===== config.mk =====
export PLATFORM = sky130hd
export DESIGN_NAME = mpsp_top
export DESIGN_NICKNAME = d
export VERILOG_FILES = /design/src/rtl/mpsp_pkg.sv /design/src/rtl/mpsp_tx.sv /design/src/rtl/mpsp_rx.sv /design/src/rtl/mpsp_top.sv
export SDC_FILE = /design/constraint.sdc
export NUM_CORES = 1
export LEC_CHECK = 0
export CAP_MARGIN = 20
export CELL_PAD_IN_SITES_DETAIL_PLACEMENT = 0
export CELL_PAD_IN_SITES_GLOBAL_PLACEMENT = 1
export CORE_MARGIN = 3
export CORE_UTILIZATION = 51
export CTS_CLUSTER_DIAMETER = 60
export DETAILED_ROUTE_END_ITERATION = 10
export PLACE_DENSITY_LB_ADDON = 0.08
export SLEW_MARGIN = 20
export SYNTH_ARGS = -nofsm -noshare
export SYNTH_HDL_FRONTEND = slang
export SYNTH_HIERARCHICAL = 1
export SYNTH_SLANG_ARGS = --single-unit
export TNS_END_PERCENT = 50

===== constraint.sdc =====
create_clock -name clk_i -period 4 [get_ports clk_i]
set_clock_uncertainty 0.05 [all_clocks]
set_input_delay 0.8 -clock clk_i [delete_from_list [all_inputs] [get_ports clk_i]]
set_output_delay 0.8 -clock clk_i [all_outputs]
set_load 0.05 [all_outputs]

===== src/rtl/mpsp_pkg.sv =====
package mpsp_pkg;

    localparam logic [1:0] A_CTL  = 2'd0;
    localparam logic [1:0] A_DATA = 2'd1;
    localparam logic [1:0] A_IEN  = 2'd2;

    localparam logic [1:0] MD_SHIFT = 2'b00;

    typedef struct packed {
        logic [1:0] mode;
        logic       filt;
        logic       rx_on;
        logic       tx_b9;
        logic       rx_b9;
        logic       tx_done;
        logic       rx_done;
    } ctl_t;

    typedef enum logic [1:0] {
        RX_IDLE,
        RX_START,
        RX_DATA,
        RX_STOP
    } rx_st_e;

    function automatic logic is_nine(input logic [1:0] m);
        return m[1];
    endfunction

endpackage


===== src/rtl/mpsp_tx.sv =====
module mpsp_tx #(
    parameter int OSR = 16,
    parameter int DW  = 8
) (
    input  logic          clk_i,
    input  logic          rst_ni,
    input  logic          tick_i,
    input  logic          go_i,
    input  logic [DW-1:0] data_i,
    input  logic          nine_i,
    input  logic          b9_i,
    output logic          txd_o,
    output logic          busy_o,
    output logic          done_o
);
    localparam int CW = (OSR > 1) ? $clog2(OSR) : 1;
    localparam int FW = DW + 3;
    localparam int BW = $clog2(FW + 1);

    typedef struct packed {
        logic          busy;
        logic [FW-1:0] sr;
        logic [BW-1:0] left;
        logic [CW-1:0] ph;
        logic          done;
    } tx_s;

    tx_s q, n;

    always_comb begin
        n      = q;
        n.done = 1'b0;
        if (!q.busy) begin
            if (go_i) begin
                n.busy = 1'b1;
                n.ph   = '0;
                if (nine_i) begin
                    n.sr   = {1'b1, b9_i, data_i, 1'b0};
                    n.left = BW'(FW);
                end else begin
                    n.sr   = {2'b11, data_i, 1'b0};
                    n.left = BW'(FW - 1);
                end
            end
        end else if (tick_i) begin
            if (q.ph == CW'(OSR - 1)) begin
                n.ph   = '0;
                n.sr   = {1'b1, q.sr[FW-1:1]};
                n.left = q.left - 1'b1;
                if (q.left == BW'(1)) begin
                    n.busy = 1'b0;
                    n.done = 1'b1;
                end
            end else begin
                n.ph = q.ph + 1'b1;
            end
        end
    end

    always_ff @(posedge clk_i or negedge rst_ni) begin
        if (!rst_ni) begin
            q <= '{busy: 1'b0, sr: '1, left: '0, ph: '0, done: 1'b0};
        end else begin
            q <= n;
        end
    end

    assign txd_o  = q.busy ? q.sr[0] : 1'b1;
    assign busy_o = q.busy;
    assign done_o = q.done;


    start_low_chk: assert property (@(posedge clk_i) disable iff (!rst_ni)
        $rose(q.busy) |-> !txd_o);


    line_hold_chk: assert property (@(posedge clk_i) disable iff (!rst_ni)
        (q.busy && $past(q.busy) && !$past(tick_i)) |-> $stable(txd_o));

endmodule


===== src/rtl/mpsp_rx.sv =====
module mpsp_rx
    import mpsp_pkg::*;
#(
    parameter int OSR = 16,
    parameter int DW  = 8
) (
    input  logic          clk_i,
    input  logic          rst_ni,
    input  logic          tick_i,
    input  logic          rxd_i,
    input  logic          en_i,
    input  logic          nine_i,
    input  logic          filt_i,
    input  logic          hold_i,
    output logic          acc_o,
    output logic [DW-1:0] word_o,
    output logic          b9_o
);
    localparam int CW  = (OSR > 1) ? $clog2(OSR) : 1;
    localparam int MID = OSR / 2;
    localparam int BW  = $clog2(DW + 2);

    typedef struct packed {
        logic          s1;
        logic          s2;
        rx_st_e        st;
        logic [CW-1:0] cnt;
        logic [1:0]    smp;
        logic [DW-1:0] sh;
        logic          b9;
        logic [BW-1:0] nb;
        logic          acc;
    } rx_s;

    rx_s q, n;
    logic maj;
    logic [BW-1:0] last_bit;

    always_comb begin
        maj      = (q.smp[0] & q.smp[1]) | (q.smp[0] & q.s2) | (q.smp[1] & q.s2);
        last_bit = nine_i ? BW'(DW) : BW'(DW - 1);
        n        = q;
        n.acc    = 1'b0;
        n.s1     = rxd_i;
        n.s2     = q.s1;
        if (q.st == RX_IDLE) begin
            if (tick_i && en_i && !hold_i && !q.s2) begin
                n.st  = RX_START;
                n.cnt = '0;
            end
        end else if (tick_i) begin
            n.cnt = (q.cnt == CW'(OSR - 1)) ? '0 : q.cnt + 1'b1;
            if (q.cnt == CW'(MID - 1) || q.cnt == CW'(MID)) begin
                n.smp = {q.smp[0], q.s2};
            end
            if (q.cnt == CW'(MID + 1)) begin
                unique case (q.st)
                    RX_START: begin
                        if (maj) begin
                            n.st = RX_IDLE;
                        end else begin
                            n.st = RX_DATA;
                            n.nb = '0;
                        end
                    end
                    RX_DATA: begin
                        if (q.nb < BW'(DW)) begin
                            n.sh = {maj, q.sh[DW-1:1]};
                        end else begin
                            n.b9 = maj;
                        end
                        n.nb = q.nb + 1'b1;
                        if (q.nb == last_bit) n.st = RX_STOP;
                    end
                    RX_STOP: begin
                        n.st = RX_IDLE;
                        if (nine_i) begin
                            n.acc = !filt_i || q.b9;
                        end else begin
                            n.b9  = maj;
                            n.acc = !filt_i || maj;
                        end
                    end
                    default: n.st = RX_IDLE;
                endcase
            end
        end
    end

    always_ff @(posedge clk_i or negedge rst_ni) begin
        if (!rst_ni) begin
            q <= '{s1: 1'b1, s2: 1'b1, st: RX_IDLE, cnt: '0, smp: 2'b11,
                   sh: '0, b9: 1'b0, nb: '0, acc: 1'b0};
        end else begin
            q <= n;
        end
    end

    assign acc_o  = q.acc;
    assign word_o = q.sh;
    assign b9_o   = q.b9;


    start_gate_chk: assert property (@(posedge clk_i) disable iff (!rst_ni)
        (q.st == RX_START && $past(q.st) == RX_IDLE) |-> $past(en_i && !hold_i));


    addr_filter_chk: assert property (@(posedge clk_i) disable iff (!rst_ni)
        (acc_o && nine_i && filt_i) |-> b9_o);

endmodule


===== src/rtl/mpsp_top.sv =====
module mpsp_top
    import mpsp_pkg::*;
#(
    parameter int OSR = 16,
    parameter int DW  = 8,
    localparam int PW = (DW > 8) ? DW : 8
) (
    input  logic          clk_i,
    input  logic          rst_ni,
    input  logic          tick_i,
    input  logic          wr_i,
    input  logic [1:0]    addr_i,
    input  logic [PW-1:0] wdata_i,
    output logic [PW-1:0] rdata_o,
    output logic          txd_o,
    input  logic          rxd_i,
    output logic          irq_o
);
    typedef struct packed {
        ctl_t          ctl;
        logic [DW-1:0] rxbuf;
        logic          ie_glob;
        logic          ie_sp;
    } top_s;

    top_s q, n;

    logic          tx_go, tx_busy, tx_done;
    logic          rx_acc, rx_b9;
    logic [DW-1:0] rx_word;
    logic          wr_ctl;

    always_comb begin
        wr_ctl = wr_i && (addr_i == A_CTL);
        tx_go  = wr_i && (addr_i == A_DATA) && (q.ctl.mode != MD_SHIFT) && !tx_busy;
        n      = q;
        if (wr_ctl) n.ctl = ctl_t'(wdata_i[7:0]);
        if (wr_i && addr_i == A_IEN) begin
            n.ie_glob = wdata_i[1];
            n.ie_sp   = wdata_i[0];
        end
        if (tx_done) n.ctl.tx_done = 1'b1;
        if (rx_acc) begin
            n.ctl.rx_done = 1'b1;
            n.ctl.rx_b9   = rx_b9;
            n.rxbuf       = rx_word;
        end
    end

    always_ff @(posedge clk_i or negedge rst_ni) begin
        if (!rst_ni) begin
            q <= '0;
        end else begin
            q <= n;
        end
    end

    always_comb begin
        unique case (addr_i)
            A_CTL:   rdata_o = PW'(q.ctl);
            A_DATA:  rdata_o = PW'(q.rxbuf);
            A_IEN:   rdata_o = PW'({q.ie_glob, q.ie_sp});
            default: rdata_o = '0;
        endcase
    end

    assign irq_o = q.ie_glob && q.ie_sp && (q.ctl.tx_done || q.ctl.rx_done);

    mpsp_tx #(.OSR(OSR), .DW(DW)) u_tx (
        .clk_i  (clk_i),
        .rst_ni (rst_ni),
        .tick_i (tick_i),
        .go_i   (tx_go),
        .data_i (wdata_i[DW-1:0]),
        .nine_i (is_nine(q.ctl.mode)),
        .b9_i   (q.ctl.tx_b9),
        .txd_o  (txd_o),
        .busy_o (tx_busy),
        .done_o (tx_done)
    );

    mpsp_rx #(.OSR(OSR), .DW(DW)) u_rx (
        .clk_i  (clk_i),
        .rst_ni (rst_ni),
        .tick_i (tick_i),
        .rxd_i  (rxd_i),
        .en_i   (q.ctl.rx_on && (q.ctl.mode != MD_SHIFT)),
        .nine_i (is_nine(q.ctl.mode)),
        .filt_i (q.ctl.filt),
        .hold_i (q.ctl.rx_done),
        .acc_o  (rx_acc),
        .word_o (rx_word),
        .b9_o   (rx_b9)
    );


    ri_source_chk: assert property (@(posedge clk_i) disable iff (!rst_ni)
        $rose(q.ctl.rx_done) |-> $past(rx_acc || wr_ctl));


    ti_hold_chk: assert property (@(posedge clk_i) disable iff (!rst_ni)
        (q.ctl.tx_done && !wr_ctl) |=> q.ctl.tx_done);


    irq_rise_chk: assert property (@(posedge clk_i) disable iff (!rst_ni)
        $rose(irq_o) |-> $past(tx_done || rx_acc || wr_i));

endmodule


==> results.json <==
{
  "row_count": 28,
  "hold_end": "u_rx/q[22]",
  "seq_area_frac_synth_pct": 47.8,
  "syn_area_sq_um": 3340,
  "drt-total-wl_um": 6330,
  "cp_common_cell": "clkdlybuf4s50_1",
  "rsz0062_at_grt": "no",
  "p_int_mw": 1.46,
  "numCtsBuffers": 9,
  "worst_ep_arrival_time_ns": 2.60,
  "critPathLaunchType": "input port",
  "yosysMostFrequentCell": "dfrtp_1",
  "syn_to_final_growth_pct": 12.6,
  "n_fill_cell": 518,
  "dr_total_vias": 2229,
  "synth_common_cells": "dfrtp_1, mux2_2, dfstp_2, nor2_1, nand2_1",
  "r2r_cells": 7,
  "hold_violations": 0,
  "period_minus_slack_ns": 3.45,
  "portBuffers": 24,
  "nNetsFinal": 330,
  "cts.htree.levels": 3,
  "total_power_mw": 2.13,
  "ctsResizeCount": 0,
  "grt_use_total_pct": 18.5,
  "rrSetupSlack_ns": 1.81,
  "min-delay-start": "u_rx/n[22]",
  "die_x_um": 86.9,
  "core_area_sq_um": 6130,
  "final_cells": 384,
  "insertion_delay_ns": 0.33,
  "post_drt_wl_per_cell_um": 16.5,
  "io_pins": 25,
  "syn_nets": 311,
  "synth_ff_type": "dfrtp_1",
  "syn_avg_cell_area_sq_um": 11.7,
  "synthDominantCellAreaShare_pct": 36.0,
  "path_buf_inv": 2,
  "cts_tree": "done",
  "drc_errors": 0,
  "path_class": "input port to primary output",
  "holdPathStages": 0,
  "worstPathCellList": "clkdlybuf4s50_1 > mux2i_1 > nor2_1 > clkdlybuf4s50_1",
  "start_util_pct": 54.5,
  "power.density_nw_per_um2": 566,
  "ant_nets": 0,
  "path_clk_slew_ns": 0.06,
  "crit_fanout": 7,
  "diodes": 0,
  "status": "finished clean",
  "yosysTopAreaCell": "dfrtp_1",
  "switching_share_pct": 31.4,
  "relSlewSlack_pct": 60.9,
  "die-area_sq_um": 7560,
  "grt_pass1_wl_um": 10800,
  "vias_per_cell": 5.80,
  "clock-sinks": 63,
  "slew_viol_final": 0,
  "dp.cells": 368,
  "setup_viol": 0,
  "r2r-end": "u_rx/b9_o",
  "drive_gt1_share_pct": 23.6,
  "first_global_vias": 2163,
  "grt_max_degree": 38,
  "antenna_found_initial": 0,
  "r2r-start": "u_rx/q[20]",
  "vdd_drop_max_v": 0.000277,
  "drtPass1Iterations": 4,
  "cts_root_buf": "clkbuf_8",
  "worst-slew-pin-transition_ns": 0.586,
  "cp_top_family": "buffers and inverters",
  "power_frac_comb_pct": 25.4,
  "syn_inst": 285,
  "ys_ff_latch": 63,
  "ys_top_cells_by_area": "dfrtp_1, dfstp_2, mux2_2, ha_1, mux2i_1",
  "gp_congestion": 0.814,
  "crit_slowest_cell": "clkdlybuf4s50_1",
  "min_path_type": "flip-flop to flip-flop",
  "finalCritPeriodShare_pct": 86.1,
  "ys_warn_count": 6,
  "switching_power_uw": 668,
  "maxCapViolations": 0,
  "synthArstFlopShare_pct": 100,
  "crit_path_end_kind": "primary output",
  "dp_hpwl_um": 4390,
  "tns_ns": 0,
  "required_ns": 3.15,
  "postCtsHoldBufs": 0,
  "overflow": 0,
  "synth.distinct_cells": 60,
  "seq_power_share_pct": 45.1,
  "first_iter_violations": 76,
  "power.leakage_nw": 1.68,
  "max_stage_delay_ns": 0.82,
  "synth_edf_count": 0,
  "cts_setup_buffers": 0,
  "dieHeight_um": 86.9,
  "cts_buffer_depth": 2,
  "fmax_ghz": 0.290,
  "pwr-share-clk_pct": 29.5
}
[routing by layer]
metal | track usage [%] | share of wire [%]
met3 | 4.54 | 4.1
met1 | 26.6 | 51
met4 | 5.95 | 0.87
met5 | 0 | 0
met2 | 27.4 | 44
[cell usage in the layout (no fill, tap or decap), types with 3 or more instances in the layout]
cell type / instances
a21oi_1: 5
dfrtp_1: 48
mux2i_1: 10
mux2_1: 3
inv_1: 9
nand2_1: 14
nor3b_1: 3
mux2_2: 27
nor2b_1: 7
o21ai_0: 13
a31oi_1: 8
buf_4: 5
and2_1: 8
a22o_1: 3
clkbuf_8: 11
a211o_1: 3
nand3_1: 7
clkdlybuf4s50_1: 21
and2b_1: 3
nor2_1: 15
a221o_1: 9
ha_1: 11
dfstp_2: 15
[metrics by stage]
stage | hold slack (ns) | worst slack [ns] | area [sq um] | util (%)
2_1_floorplan | 0.295 | 1.02 | 3340 | -
3_3_place_gp | 0.300 | 0.544 | 3530 | 57.7
3_5_place_dp | 0.300 | 0.558 | 3530 | 57.7
4_1_cts | 0.310 | 0.549 | 3760 | 61.3
5_1_grt | 0.311 | 0.484 | 3760 | 61.3
6_report | 0.309 | 0.554 | 3760 | 61.3
[power groups by stage]
stage / sequential, mW / combinational (mW) / clock, mW
floorplan: 0.910 / 0.451 / 0
global placement: 0.967 / 0.532 / 0
detailed placement: 0.968 / 0.540 / 0
CTS: 0.958 / 0.545 / 0.634
global route: 0.983 / 0.614 / 0.665
finish: 0.959 / 0.540 / 0.626
[area by class of cell]
type	instances	area [sq um]	area share, %
Clock inverter	3	65.1	1.73
Multi-Input combinational cell	194	1560	41.5
Clock buffer	13	159	4.23
Inverter	9	33.8	0.899
Sequential cell	63	1600	42.4
Tap cell	75	93.8	2.50
Timing Repair Buffer	27	253	6.72
[kinds of logic after synthesis]
kind of cell	share of synthesized area (%)
buf+inv	5.54
simple gates	13.9
fa+ha+maj	4.46
xor+xnor	0.525
compound gates	14.7
mux	13.1
flops	47.8
[sequential cells by signal, summed over array words and instances (netlist names)]
register and flops:
u_rx/b9_o 1, q 18, u_rx/n 1, u_rx/q 13, u_tx/busy_o 1, u_tx/q 19
u_rx/acc_o 1, u_rx/word_o 8, u_tx/done_o 1
[worst max path at each step]
stage,from,endpoint,slack (ns),depth (start not counted)
after floorplan,addr_i[0],rdata_o[0],1.02,3
after global placement,addr_i[0],rdata_o[7],0.54,4
after detailed placement,addr_i[0],rdata_o[7],0.56,4
after CTS,addr_i[0],rdata_o[7],0.55,4
after global routing,addr_i[0],rdata_o[7],0.48,4
final,addr_i[0],rdata_o[7],0.55,4
Power figures use the tool's default switching activity.
